**src/rtl/chardisp_pkg.sv**
```systemverilog
package chardisp_pkg;
  typedef enum logic {
    PH_STROBE = 1'b0,
    PH_BLANK  = 1'b1
  } scan_phase_e;
endpackage

```
**src/rtl/chardisp_rst_sync.sv**
```systemverilog
module chardisp_rst_sync (
  input  logic clk,
  input  logic rst_n,
  output logic rst_sync_n
);
  logic [1:0] sync_q;

  always_ff @(posedge clk or negedge rst_n) begin
    if (!rst_n) sync_q <= 2'b00;
    else        sync_q <= {sync_q[0], 1'b1};
  end

  assign rst_sync_n = sync_q[1];
endmodule

```
**src/rtl/chardisp_wr_ctrl.sv**
```systemverilog
module chardisp_wr_ctrl #(
  parameter int DEPTH  = 8,
  parameter int ADDR_W = $clog2(DEPTH)
) (
  input  logic              clk,
  input  logic              rst_n,
  input  logic              wr_en,
  input  logic              seq_mode,
  input  logic              clear,
  input  logic [ADDR_W-1:0] wr_addr,
  output logic              mem_we,
  output logic [ADDR_W-1:0] mem_addr,
  output logic              full
);
  localparam logic [ADDR_W-1:0] LAST_LOC = ADDR_W'(DEPTH - 1);

  logic [ADDR_W-1:0] loc_q, loc_d;
  logic              full_q, full_d;
  logic              seq_go, rnd_go, upd_en;

  always_comb begin
    seq_go   = wr_en & seq_mode & ~full_q;
    rnd_go   = wr_en & ~seq_mode;
    mem_we   = (seq_go | rnd_go) & ~clear;
    mem_addr = seq_mode ? loc_q : wr_addr;
    upd_en   = clear | seq_go;
    loc_d    = loc_q;
    full_d   = full_q;
    if (clear) begin
      loc_d  = '0;
      full_d = 1'b0;
    end else if (seq_go) begin
      if (loc_q == LAST_LOC) begin
        loc_d  = '0;
        full_d = 1'b1;
      end else begin
        loc_d  = loc_q + 1'b1;
      end
    end
  end

  always_ff @(posedge clk or negedge rst_n) begin
    if (!rst_n) begin
      loc_q  <= '0;
      full_q <= 1'b0;
    end else if (upd_en) begin
      loc_q  <= loc_d;
      full_q <= full_d;
    end
  end

  assign full = full_q;
endmodule

```
**src/rtl/chardisp_mem.sv**
```systemverilog
module chardisp_mem #(
  parameter int                 DEPTH      = 8,
  parameter int                 CODE_W     = 6,
  parameter int                 ADDR_W     = $clog2(DEPTH),
  parameter logic [CODE_W-1:0]  BLANK_CODE = 6'h20
) (
  input  logic              clk,
  input  logic              rst_n,
  input  logic              clear,
  input  logic              we,
  input  logic [ADDR_W-1:0] waddr,
  input  logic [CODE_W-1:0] wdata,
  input  logic [ADDR_W-1:0] raddr,
  output logic [CODE_W-1:0] rdata
);
  logic [DEPTH-1:0][CODE_W-1:0] store_q, store_d;
  logic                         store_en;

  always_comb begin
    store_en = clear | we;
    store_d  = store_q;
    for (int i = 0; i < DEPTH; i++) begin
      if (clear)                          store_d[i] = BLANK_CODE;
      else if (we && waddr == ADDR_W'(i)) store_d[i] = wdata;
    end
  end

  always_ff @(posedge clk or negedge rst_n) begin
    if (!rst_n) begin
      for (int i = 0; i < DEPTH; i++) store_q[i] <= BLANK_CODE;
    end else if (store_en) begin
      store_q <= store_d;
    end
  end

  assign rdata = store_q[raddr];
endmodule

```
**src/rtl/chardisp_scan.sv**
```systemverilog
module chardisp_scan
  import chardisp_pkg::*;
#(
  parameter int DEPTH       = 8,
  parameter int STROBE_CLKS = 16,
  parameter int BLANK_CLKS  = 4,
  parameter int ADDR_W      = $clog2(DEPTH)
) (
  input  logic              clk,
  input  logic              rst_n,
  input  logic              hold_in,
  output logic [DEPTH-1:0]  sel,
  output logic [ADDR_W-1:0] pos
);
  localparam int MAX_CLKS = (STROBE_CLKS > BLANK_CLKS) ? STROBE_CLKS : BLANK_CLKS;
  localparam int CNT_W    = $clog2(MAX_CLKS) + 1;
  localparam logic [CNT_W-1:0] STR_LAST = CNT_W'(STROBE_CLKS - 1);
  localparam logic [CNT_W-1:0] BLK_LAST = CNT_W'(BLANK_CLKS - 1);
  localparam logic [ADDR_W-1:0] POS_LAST = ADDR_W'(DEPTH - 1);

  scan_phase_e       phase_q, phase_d;
  logic [CNT_W-1:0]  cnt_q, cnt_d;
  logic [ADDR_W-1:0] pos_q, pos_d;
  logic              hold_q;
  logic              hold;
  logic              run_en;

  always_comb begin
    hold    = hold_in | hold_q;
    run_en  = ~hold;
    phase_d = phase_q;
    cnt_d   = cnt_q + 1'b1;
    pos_d   = pos_q;
    if (phase_q == PH_STROBE) begin
      if (cnt_q == STR_LAST) begin
        phase_d = PH_BLANK;
        cnt_d   = '0;
        pos_d   = (pos_q == POS_LAST) ? '0 : pos_q + 1'b1;
      end
    end else begin
      if (cnt_q == BLK_LAST) begin
        phase_d = PH_STROBE;
        cnt_d   = '0;
      end
    end
  end

  always_ff @(posedge clk or negedge rst_n) begin
    if (!rst_n) hold_q <= 1'b0;
    else        hold_q <= hold_in;
  end

  always_ff @(posedge clk or negedge rst_n) begin
    if (!rst_n) begin
      phase_q <= PH_STROBE;
      cnt_q   <= '0;
      pos_q   <= '0;
    end else if (run_en) begin
      phase_q <= phase_d;
      cnt_q   <= cnt_d;
      pos_q   <= pos_d;
    end
  end

  generate
    for (genvar g = 0; g < DEPTH; g++) begin : g_sel
      assign sel[g] = ~hold & (phase_q == PH_STROBE) & (pos_q == ADDR_W'(g));
    end
  endgenerate

  assign pos = pos_q;
endmodule

```
**src/rtl/chardisp_ctrl.sv**
```systemverilog
module chardisp_ctrl #(
  parameter int                CODE_W      = 6,
  parameter int                DEPTH       = 8,
  parameter int                STROBE_CLKS = 16,
  parameter int                BLANK_CLKS  = 4,
  parameter logic [CODE_W-1:0] BLANK_CODE  = 6'h20,
  parameter int                ADDR_W      = $clog2(DEPTH)
) (
  input  logic              clk,
  input  logic              rst_n,
  input  logic              wr_en,
  input  logic              seq_mode,
  input  logic [ADDR_W-1:0] wr_addr,
  input  logic [CODE_W-1:0] wr_data,
  input  logic              clear,
  output logic [DEPTH-1:0]  char_sel,
  output logic [CODE_W-1:0] char_code,
  output logic              disp_full
);
  logic              rst_sync_n;
  logic              mem_we;
  logic [ADDR_W-1:0] mem_addr;
  logic [ADDR_W-1:0] scan_pos;

  chardisp_rst_sync u_rst (
    .clk        (clk),
    .rst_n      (rst_n),
    .rst_sync_n (rst_sync_n)
  );

  chardisp_wr_ctrl #(.DEPTH(DEPTH), .ADDR_W(ADDR_W)) u_wr (
    .clk      (clk),
    .rst_n    (rst_sync_n),
    .wr_en    (wr_en),
    .seq_mode (seq_mode),
    .clear    (clear),
    .wr_addr  (wr_addr),
    .mem_we   (mem_we),
    .mem_addr (mem_addr),
    .full     (disp_full)
  );

  chardisp_mem #(
    .DEPTH(DEPTH), .CODE_W(CODE_W), .ADDR_W(ADDR_W), .BLANK_CODE(BLANK_CODE)
  ) u_mem (
    .clk   (clk),
    .rst_n (rst_sync_n),
    .clear (clear),
    .we    (mem_we),
    .waddr (mem_addr),
    .wdata (wr_data),
    .raddr (scan_pos),
    .rdata (char_code)
  );

  chardisp_scan #(
    .DEPTH(DEPTH), .STROBE_CLKS(STROBE_CLKS), .BLANK_CLKS(BLANK_CLKS), .ADDR_W(ADDR_W)
  ) u_scan (
    .clk     (clk),
    .rst_n   (rst_sync_n),
    .hold_in (wr_en),
    .sel     (char_sel),
    .pos     (scan_pos)
  );
endmodule

```
**config.mk**
```make
export PLATFORM = sky130hd
export DESIGN_NAME = chardisp_ctrl
export DESIGN_NICKNAME = d
export VERILOG_FILES = /design/src/rtl/chardisp_pkg.sv /design/src/rtl/chardisp_rst_sync.sv /design/src/rtl/chardisp_wr_ctrl.sv /design/src/rtl/chardisp_mem.sv /design/src/rtl/chardisp_scan.sv /design/src/rtl/chardisp_ctrl.sv
export SDC_FILE = /design/constraint.sdc
export NUM_CORES = 1
export LEC_CHECK = 0
export ABC_AREA = 0
export BUFFER_PORTS_ARGS = -buffer_cell sky130_fd_sc_hd__buf_2
export CAP_MARGIN = 10
export CORE_ASPECT_RATIO = 0.8
export CORE_MARGIN = 5
export CORE_UTILIZATION = 40
export DETAILED_ROUTE_END_ITERATION = 6
export PLACE_DENSITY_LB_ADDON = 0.15
export SYNTH_ARGS = -nofsm -noshare
export SYNTH_HDL_FRONTEND = slang
export SYNTH_HIERARCHICAL = 1
export SYNTH_SLANG_ARGS = --single-unit
export TNS_END_PERCENT = 5
```
**constraint.sdc**
```tcl
create_clock -name clk -period 2.05 [get_ports clk]
set_clock_uncertainty 0.2 [all_clocks]
set_input_delay 0.41 -clock clk [delete_from_list [all_inputs] [get_ports clk]]
set_output_delay 0.41 -clock clk [all_outputs]
set_load 0.005 [all_outputs]
```
# --- Word level (Yosys, flattened, before mapping) ---
# Index checks and enable logic that the tools add are counted.
classes:
  n_reduce_logical: 31
  bitwise_logic: 22
  n_mux: 32
  n_addsub: 3
  order_cmp: 1
  eq_ne: 17
ops:
  columns: ["cell", "count"]
  rows:
  - ["$mux W6", 17]
  - ["$eq A3 B3 Y1 const B", 9]
  - ["$reduce_bool A2 Y1", 10]
  - ["$bmux W6 S3", 1]
  - ["$reduce_and A2 Y1", 9]
  - ["$mux W3", 5]
  - ["$mux W5", 3]
  - ["$and A1 B1 Y1", 13]
  - ["$eq A3 B2 Y1 const B", 4]
  - ["$logic_and A1 B1 Y1", 8]
  - ["$add A3 B1 Y3 const B", 2]
  - ["$eq A3 B1 Y1 const B", 2]
  - ["$logic_not A3 Y1", 2]
  - ["$mux W1", 6]
  - ["$reduce_and A3 Y1", 2]
  - ["$add A5 B1 Y5 const B", 1]
  - ["$eq A5 B2 Y1 const B", 1]
  - ["$eq A5 B4 Y1 const B", 1]
  - ["$not A1 Y1", 5]
  - ["$lt A3 B4 Y1 const B", 1]
  - ["$or A1 B1 Y1", 4]
totals:
  output_inout_bits: 15
  input_bits: 14
  elab_cells: 121
  register_bits: 64

# --- Logic depth before layout (Yosys ltp) ---
# Gate-level depths: netlist (run 1).
logic_depth:
  depth_word: 7
  ltp_mapped: 7
  ltp_nobuf: 6

# --- Cells and area by module ---
# The synthesis (run 1) kept the hierarchy.
modules_own_cells:
  columns: ["module", "seq_area_each_um2", "n_inst", "area_per_inst_um2", "cells_each"]
  rows:
  - ["chardisp_mem", 1211.2, 1, 2443.6, 191]
  - ["chardisp_scan", 250.2, 1, 658.1, 65]
  - ["chardisp_wr_ctrl", 100.1, 1, 264.0, 23]
  - ["chardisp_rst_sync", 50.0, 1, 53.8, 3]

# --- Least setup slack after synthesis (run 1) ---
# OpenSTA, ideal clock, no wires.
synth_timing:
  path_kind: "reg-to-output"
  from: "register u_scan.pos_q[0], in the netlist u_scan/pos[0]"
  to: "output char_code[5]"
  path_slack_ns: -0.021
  required_ns: 1.440
  t_arrival_ns: 1.461
  stages_incl_launch_ff: 4
  n_path_buf: 1
  path_cell_list: "dfrtp_1 > buf_6 > mux4_1 > mux2_2"
synth_via:
  elab_chain_cells: 2
synth_rtl:
  columns: ["item", "line_no", "text"]
  rows:
  - ["start: declaration", "chardisp_scan.sv:23", "logic [ADDR_W-1:0] pos_q, pos_d;"]
  - ["start signal: assignment", "chardisp_scan.sv:61", "pos_q <= pos_d;"]
  - ["$bmux W6 S3", "chardisp_mem.sv:36", "assign rdata = store_q[raddr];"]
  - ["$mux W6 (not written as such)", "chardisp_mem.sv:36", null]
  - ["end: declaration", "chardisp_ctrl.sv:17", "output logic [CODE_W-1:0] char_code,"]
# Every way passes these cells. The select of a mux whose other input is x is not followed.

# --- Worst setup path in the final report (run 1) ---
layout_timing:
  from: "register u_scan.pos_q[0], in the netlist u_scan/pos[0]"
  to: "output char_code[4]"
# The elaborated chain is that of the path after synthesis.

==> impl_metrics.yaml, run 1 <==
logic_synthesis:
  synthArstFlopShare_pct: 100.0
  synth_area_leaders: "dfrtp_1 41%, mux2i_1 13%, mux4_1 7.7%"
  syn_inst: 282
  synth_area_mm2: 0.003420
  yosysMostFrequentCell: "dfrtp_1"
  synth_top_area_cell: "dfrtp_1"
  ys_dominant_reg_cell: "dfrtp_1"
  yosysSeqAreaShare_pct: 47.13
  synth.distinct_cells: 43
  syn-mean-instance-area_um2: 12.13
  synth_edf_count: 0
  syn-num-nets: 306
  ys_ff_latch: 64
  synth_warnings: 6
  netlist.area_leader.share_pct: 40.98
  synth_common_cells: "56 x dfrtp_1, 49 x nor2_1, 44 x mux2i_1, 11 x clkbuf_1"
sta:
  fin_crit_sh_pct: 120.7
  fin_setup_tns_ns: -3.261
  max_freq_mhz: 404.2
  drv_slew: 0
  worst_slack_ns: -0.4243
  rsz0062_at_grt: "yes"
  slew_headroom_pct: 62.55
  worstMarginPinSlew_ns: 0.5617
  hold_viol: 0
  final.min_clock_period_ns: 2.474
  setup_violations: 14
finish:
  num_antenna_cells: 0
  fillers: 787
  drive_gt1_share_pct: 37.09
  finalNonFillerCells: 449
  finalNetCount: 356
  design_area_mm2: 0.004224
  synthToLayoutAreaGrowth_pct: 23.53
  final_core_util_pct: 50.24
power:
  p_per_area_mw_per_mm2: 766.6
  comb_power_share_pct: 19.1
  clkPwrFrac_pct: 37.9
  power_report.internal_total_mw: 2.426
  peakVddDrop_mv: 0.5051
  p_leak_nw: 2.020
  switching_share_pct: 25.08
  p_switching_uw: 812.0
  total_power_mw: 3.238
  power_frac_seq_pct: 42.9
die:
  coreArea_mm2: 0.008408
  rows: 30
  die-area_mm2: 0.01051
  initial_core_util_pct: 40.67
  die_h_um: 92.70
  pin_count: 29
  die_x_um: 113.4
route:
  drt_iter0_markers: 79
  drt-pass1-iter-count: 4
  wire_per_inst_um: 16.77
  drt-total-wl_um: 7530
  antenna_left: 0
  vias: 2312
  drc: 0
  via_per_inst: 5.149
placement:
  place_inst: 428
  globalplace.congestion: 0.7683
  io_buffers: 28
  place_area_mm2: 0.003857
  dp_hpwl_um: 4919
clock_tree:
  clk_pin_slew_ns: 0.07
  cts_buffers: 9
  clock_latency_ns: 0.33
  cts.sink_count: 64
  cts_root_buf: "clkbuf_8"
  htree_levels: 3
  tritoncts: "built"
  clockBufferDepth: 2
worst_hold_path:
  hold_class: "reg2async"
grt:
  grt_pass1_wl_um: 12390
  grt_max_degree: 63
  gr-total-overflow: 0
  track_usage_pct: 15.26
  grt_pass1_vias: 2288
  antenna_found_initial: 0
setup_path:
  required_ns: 1.44
  start_kind: "register"
  crit_arrival_ns: 1.86
  cp-end-kind: "primary output"
  path_class: "reg2out"
  worstPathMaxFanout: 5
outcome:
  violations: "negative setup slack"
  status: "finished, violations left"
run:
  cap_violations: 0
-- worst paths after layout --
kind | from | to | slack [ns] | cells after the start
max | u_scan/pos[0] | char_code[4] | -0.42 | 5
min reg2reg | u_rst/sync_q[1] | u_mem/store_q[44] | 0.07 | 1
max in group asynchronous | u_rst/sync_q[1] | u_mem/store_q[11] | 1.25 | 1
max reg2reg | u_wr/loc_q[0] | u_mem/store_q[12] | 0.14 | 5
min in group clk | u_rst/sync_q[0] | u_rst/sync_q[1] | 0.16 | 0
min | u_rst/sync_q[1] | u_mem/store_q[44] | 0.07 | 1
-- cell families (layout without fill, tap and decap cells) --
kind of cell	Yosys count	after routing	share of synthesized area (%)
DFF	64	64	47.13
muxes	67	67	25.72
AOI/OAI and AO/OA	18	18	4.208
and+or+nand+nor	94	94	14.93
buffers and inverters	28	83	4.244
other	1	1	0.1097
adders and majority gates	10	10	3.659
-- placed cells by master, fill, tap and decap left out, types with 2 or more instances in the layout --
cell type / Yosys / final
dfrtp_1: 56 / 53
nor2_1: 49 / 48
mux2i_1: 44 / 44
buf_2: 5 / 25
buf_4: 1 / 22
mux4_2: 2 / 12
clkbuf_8: 0 / 11
a211o_1: 8 / 8
dfstp_2: 8 / 8
nand2_1: 7 / 7
ha_1: 10 / 7
buf_6: 4 / 6
buf_12: 0 / 6
mux2_2: 9 / 6
inv_1: 6 / 6
mux2_4: 2 / 5
nor2b_1: 5 / 5
and2_1: 5 / 5
nand2b_1: 5 / 5
nand4b_1: 4 / 4
dfrtp_2: 0 / 3
and3_1: 3 / 3
bufinv_16: 0 / 2
clkbuf_1: 11 / 2
nor4bb_2: 0 / 2
nand3_1: 2 / 2
o21ai_0: 2 / 2
ha_4: 0 / 2
-- routing by layer --
metal	part of all wire [%]	vias to the layer above	track usage, %
met2	45	48	22.88
met1	49	1160	21.49
met3	4.8	6	4.637
li1	-	1098	-
met5	0	-	0
met4	1.2	0	4.004
-- state kept, by name (all words and copies together), names as in the netlist --
name	cells
u_mem/store_q	48
u_scan/phase_q	1
u_scan/hold_q	1
u_wr/loc_q	3
u_scan/pos	3
u_scan/cnt_q	5
u_rst/sync_q	2
u_wr/full	1
-- cell type report --
cell class | count | area [µm²] | area share [%]
multi-input combinational | 190 | 1707 | 40.40
clock inverter | 3 | 65.06 | 1.540
tap | 112 | 140.1 | 3.318
sequential | 64 | 1615 | 38.24
inverter | 6 | 22.52 | 0.5332
timing repair buffer | 61 | 515.5 | 12.20
clock buffer | 13 | 158.9 | 3.762
-- critical path, stage by stage (launching register included) --
cell and delay [ns]:
dfrtp_2 0.41, buf_12 0.12, buf_12 0.11, mux4_2 0.48, mux2_4 0.29, buf_6 0.12
-- power by group through the flow --
stage               Sequential [mW]  Clock (mW)  Combinational [mW]
floorplan                      1.41           0               0.299
global placement               1.41           0               0.463
detailed placement             1.41           0               0.470
CTS                            1.39        1.27               0.621
global route                   1.40        1.32               0.674
finish                         1.39        1.23               0.619
-- stage by stage --
step | worst slack [ns] | hold slack, ns
final | -0.4243 | 0.06898
after global routing | -0.5066 | 0.1209
after CTS | -0.4564 | 0.1003
after detailed placement | -0.1351 | -0.002109
after global placement | -0.08203 | -0.004596
after floorplan | -0.02121 | -0.08559
-- timing repair --
item | 4_1_cts | 5_1_grt
setup buffers | 3 | 0
pin swaps | 0 | 2
cloned | 1 | 0
hold buffers | 1 | 0
endpoints found under the setup margin | 14 | 22
resized for setup | 26 | 6
hold endpoints to repair | 2 | 0
(Power assumes the default switching activity.)
==> run 2: changes to the inputs <==
==> constraint.sdc (replaced) <==
create_clock -name clk -period 2.05 [get_ports clk]
set_clock_uncertainty 0.2 [all_clocks]
set_input_delay 0.205 -clock clk [delete_from_list [all_inputs] [get_ports clk]]
set_output_delay 0.205 -clock clk [all_outputs]
set_load 0.005 [all_outputs]
==> run 2 against run 1 <==
  * The run still ends with negative setup slack left
  * Sequential power barely moved
  * Critical endpoint is now char_code[5]
  * Cell area fell by 1.9%
  * Via count fell by 0.39%
  * Highest routed layer unchanged
==> impl_metrics.yaml, run 2 (same netlist as run 1, synthesis figures left out) <==
placement:
  place_area_mm2: 0.003797
  io_buffers: 28
  globalplace.congestion: 0.7580
  dp_hpwl_um: 4946
  dp_slack_ns: 0.03813
sta:
  setup_violations: 8
  hold_viol: 0
  rsz0062_at_grt: "yes"
  worst_slack_ns: -0.1810
  slew_headroom_pct: 61.83
  max_freq_mhz: 448.2
  hold_slack_ns: 0.03023
  fin_crit_sh_pct: 108.8
  final.min_clock_period_ns: 2.231
  worstMarginPinSlew_ns: 0.5725
  fin_setup_tns_ns: -1.062
  drv_slew: 0
die:
  initial_core_util_pct: 40.67
  pin_count: 29
  die_h_um: 92.70
  coreArea_mm2: 0.008408
  die_x_um: 113.4
  rows: 30
  die-area_mm2: 0.01051
grt:
  grt_max_degree: 63
  track_usage_pct: 15.34
  grt_pass1_vias: 2342
  grt_pass1_wl_um: 12420
  gr-total-overflow: 0
  antenna_found_initial: 0
finish:
  largest_registers: "u_mem/store_q x48, u_scan/cnt_q x5"
  num_antenna_cells: 0
  final_cell_mix: "53 x dfrtp_1, 48 x nor2_1, 44 x mux2i_1"
  synthToLayoutAreaGrowth_pct: 21.15
  final_common_cell: "dfrtp_1"
  largest_register: "u_mem/store_q"
  drive_gt1_share_pct: 35.65
  largest_reg_flops: 48
  design_area_mm2: 0.004143
  finalNetCount: 350
clock_tree:
  cts_root_buf: "clkbuf_8"
  clock_latency_ns: 0.34
  cts_buffers: 9
  clk_pin_slew_ns: 0.07
  clockBufferDepth: 2
  htree_levels: 3
  tritoncts: "built"
  cts.sink_count: 64
route:
  vias: 2303
  antenna_left: 0
  drt-pass1-iter-count: 4
  via_per_inst: 5.199
  drt_iter0_markers: 118
  wire_per_inst_um: 16.72
  drc: 0
  drt-total-wl_um: 7407
power:
  p_switching_uw: 806.0
  switching_share_pct: 26.75
  p_per_area_mw_per_mm2: 727.4
  power_frac_seq_pct: 46.3
  comb_power_share_pct: 17.8
  peakVddDrop_mv: 0.3573
  total_power_mw: 3.013
  clkPwrFrac_pct: 36.0
  power_report.internal_total_mw: 2.207
  p_leak_nw: 1.973
setup_path:
  cp-end-kind: "primary output"
  rrSetupSlack_ns: 0.09
  reg2reg_depth: 6
  r2r-start: "u_wr/full"
  rr_endpoint: "u_mem/store_q[17]"
  start_kind: "register"
  required_ns: 1.64
  crit_arrival_ns: 1.83
  worstPathMaxFanout: 4
  path_class: "reg2out"
outcome:
  violations: "negative setup slack"
  status: "finished, violations left"
worst_hold_path:
  hold_class: "in2reg"
  whs_path_depth: 3
  hold_start: "wr_data[2]"
  hold_end: "u_mem/store_q[20]"
run:
  cap_violations: 0
run 2: changes by cell type in the layout (fill, tap and decap cells not counted), moves of 2 or more:
cell and change:
buf_12 -2, buf_2 -2, buf_4 -6, dlygate4sd3_1 +3, mux2_2 -2, mux2_4 +2
run 2: worst max-delay path by stage:
stage                              from                end  slack [ns]  depth (start not counted)
after floorplan           u_wr/loc_q[0]   u_mem/store_q[5]        0.16                          5
after global placement        u_wr/full  u_mem/store_q[17]         0.1                          6
after detailed placement      u_wr/full  u_mem/store_q[12]        0.04                          6
after CTS                 u_scan/pos[0]       char_code[3]       -0.24                          4
after global routing      u_scan/pos[0]       char_code[1]       -0.26                          4
final                     u_scan/pos[0]       char_code[5]       -0.18                          4
run 2: critical path, cell delays in order, from the launching register on:
cell and delay [ns]:
dfrtp_2 0.43, clkbuf_16 0.17, mux4_2 0.49, mux2_2 0.27
buf_2 0.12
run 2: area by class of cell:
| cell class | instances | area [µm²] |
|---|---|---|
| Sequential cell | 64 | 1615 |
| Clock inverter | 5 | 56.30 |
| Fill cell | 803 | 4265 |
| Clock buffer | 11 | 141.4 |
| Inverter | 6 | 22.52 |
| Multi-Input combinational cell | 190 | 1708 |
| Tap cell | 112 | 140.1 |
| Timing Repair Buffer | 55 | 459.2 |
run 2: metal layers:
| layer | up-vias | share of wire (%) | track usage (%) |
|---|---|---|---|
| met5 | - | 0 | 0 |
| met4 | 0 | 1.9 | 5.706 |
| met3 | 11 | 3.9 | 4.050 |
| met2 | 50 | 43 | 21.70 |
| met1 | 1159 | 51 | 22.38 |
| li1 | 1083 | - | - |
run 2: timing repair:
item                       CTS  global route
hold endpoints to repair     7             0
buffers inserted             2             0
gates cloned                 1             0
hold buffers                 4             0
setup endpoints to repair   10            26
gates resized for setup     27             9
run 2: power by group through the flow:
stage	Clock (mW)	Sequential [mW]	Combinational (mW)
detailed placement	0	1.40	0.451
global placement	0	1.41	0.441
finish	1.08	1.39	0.535
global route	1.19	1.40	0.596
CTS	1.12	1.39	0.540
floorplan	0	1.41	0.299
run 2: stage by stage:
| step | utilization, % | std cells |
|---|---|---|
| finish | 49.27 | 443 |
| global route | 49.27 | 443 |
| CTS | 49.03 | 443 |
| detailed placement | 45.16 | 420 |
| global placement | 45.16 | 420 |
| floorplan | - | 282 |
==> run 3: changes to the inputs <==
- CAP_MARGIN: 10 -> 20
- GPL_TIMING_DRIVEN: default -> 0
- PLACE_DENSITY_LB_ADDON: 0.15 -> default
==> run 3 against run 2 <==
  * The run still ends with negative setup slack left
  * Largest power group unchanged
  * Cell area is 1.5% lower
  * Combinational power is 1% higher
  * Largest cell class unchanged
  * Wire length is 3.3% higher
  * Global-route usage is 0.65 points higher
  * Setup slack worse by 0.030 ns
==> impl_metrics.yaml, run 3 (same netlist as run 1, synthesis figures left out) <==
grt:
  grt_max_degree: 37
  grt_pass1_vias: 2399
  grt_use_met1_pct: 21.83
  track_usage_pct: 15.98
  use_met3_pct: 5.291
  grt.met2_usage_pct: 24.51
  grt_pass1_wl_um: 12810
  busiest_layer: "met2"
  gr-total-overflow: 0
  antenna_found_initial: 0
finish:
  final_core_util_pct: 48.51
  final_common_cell: "dfrtp_1"
  largest_registers: "u_mem/store_q x48, u_scan/cnt_q x5"
  largest_reg_flops: 48
  drive_gt1_share_pct: 31.52
  finalNetCount: 349
  num_antenna_cells: 0
  final_cell_mix: "53 x dfrtp_1, 48 x nor2_1, 44 x mux2i_1"
  synthToLayoutAreaGrowth_pct: 19.28
  largest_register: "u_mem/store_q"
  finalNonFillerCells: 442
setup_path:
  crit_path_end: "char_code[1]"
  path_class: "reg2out"
  required_ns: 1.64
  crit_arrival_ns: 1.86
  slowest_delay_ns: 0.50
  cp_num_cells: 4
  r2r-start: "u_wr/loc_q[1]"
  rr_endpoint: "u_mem/store_q[4]"
  cp-end-kind: "primary output"
  reg2reg_depth: 5
  rrSetupSlack_ns: -0.10
  crit_family: "multiplexers"
  critPathLaunch: "u_scan/pos[0]"
  worstPathMaxFanout: 5
  path_cells: "buf_12, mux4_2, mux2_4, buf_6"
  cp_num_buf_inv: 2
  slowest_stage: "mux4_2"
  start_kind: "register"
sta:
  worstMarginPinSlew_ns: 0.7391
  rsz0062_at_grt: "yes"
  max_freq_mhz: 442.2
  worst_slack_ns: -0.2114
  slew_headroom_pct: 50.52
  hold_viol: 0
  fin_setup_tns_ns: -2.179
  setup_violations: 25
  final.min_clock_period_ns: 2.261
  drv_slew: 0
  fin_crit_sh_pct: 110.3
power:
  p_leak_nw: 1.927
  peakVddDrop_mv: 0.4492
  p_per_area_mw_per_mm2: 737.8
  total_power_mw: 3.009
placement:
  place_inst: 418
  io_buffers: 23
  dp_hpwl_um: 4853
  globalplace.congestion: 0.7622
die:
  initial_core_util_pct: 40.67
  coreArea_mm2: 0.008408
  rows: 30
  pin_count: 29
  die-area_mm2: 0.01051
  die_x_um: 113.4
  die_h_um: 92.70
worst_hold_path:
  hold_class: "in2reg"
route:
  drt-pass1-iter-count: 4
  drt_iter0_markers: 107
  via_per_inst: 5.269
  drc: 0
  drt-total-wl_um: 7648
  wire_per_inst_um: 17.30
  vias: 2329
  antenna_left: 0
clock_tree:
  cts_buffers: 9
  clock_latency_ns: 0.34
  htree_levels: 3
  tritoncts: "built"
  clockBufferDepth: 2
  cts_root_buf: "clkbuf_8"
  clk_pin_slew_ns: 0.06
  cts.sink_count: 64
outcome:
  status: "finished, violations left"
  violations: "negative setup slack"
run:
  cap_violations: 0
[run 3: cell count changes in the layout (fill, tap and decap cells not counted), sizes merged]
| cell | previous run | this run |
|---|---|---|
| buf | 50 | 38 |
| clkinvlp | 1 | 0 |
| dlygate4sd3 | 4 | 5 |
| clkbuf | 12 | 23 |
[run 3: worst min path at each step]
stage | depth (start not counted) | endpoint | from
2_1_floorplan | 0 | u_rst/sync_q[0] | rst_n
3_3_place_gp | 1 | u_rst/sync_q[0] | rst_n
3_5_place_dp | 1 | u_rst/sync_q[0] | rst_n
4_1_cts | 3 | u_wr/full | wr_en
5_1_grt | 3 | u_wr/full | wr_en
6_report | 3 | u_wr/full | wr_en
[run 3: layer usage]
metal / vias up / share of wire (%)
li1: 1084 / -
met4: 0 / 0.94
met2: 54 / 46
met1: 1184 / 47
met3: 7 / 5.9
met5: - / 0
[run 3: stage by stage]
stage          setup slack, ns  instance area (µm²)  hold slack, ns
2_1_floorplan           0.1588                 3421         -0.2906
4_1_cts                -0.2426                 4035        0.003778
3_5_place_dp           -0.2055                 3696         -0.2081
3_3_place_gp           -0.1950                 3676         -0.2090
6_report               -0.2114                 4079         0.01918
5_1_grt                -0.2963                 4079         0.02696
[run 3: layout make-up]
cell class                 instances  area (µm²)
sequential                        64        1615
timing repair buffer              32       254.0
inverter                           6       22.52
clock buffer                      12       145.1
buffer                            22       148.9
fill                             808        4329
multi-input combinational        190        1708
tap                              112       140.1
clock inverter                     4       45.04
[run 3: worst reg2reg max path, cell delays in order (launching register included)]
cell,delay (ns)
dfrtp_1,0.40
mux2_4,0.27
buf_6,0.14
nor4b_4,0.69
mux2i_1,0.26
nor2_1,0.06
[run 3: report_power, final]
group | switching [mW] | internal [mW]
clock network | 0.473 | 0.590
logic | 0.249 | 0.294
registers | 0.0797 | 1.32
[run 3: repair_timing]
item | in CTS | in global routing
cloned | 1 | 0
hold endpoints to repair | 8 | 0
gates resized for setup | 35 | 14
setup endpoints to repair | 37 | 62
pin swaps | 6 | 3
setup buffers | 2 | 0
hold buffers | 5 | 0
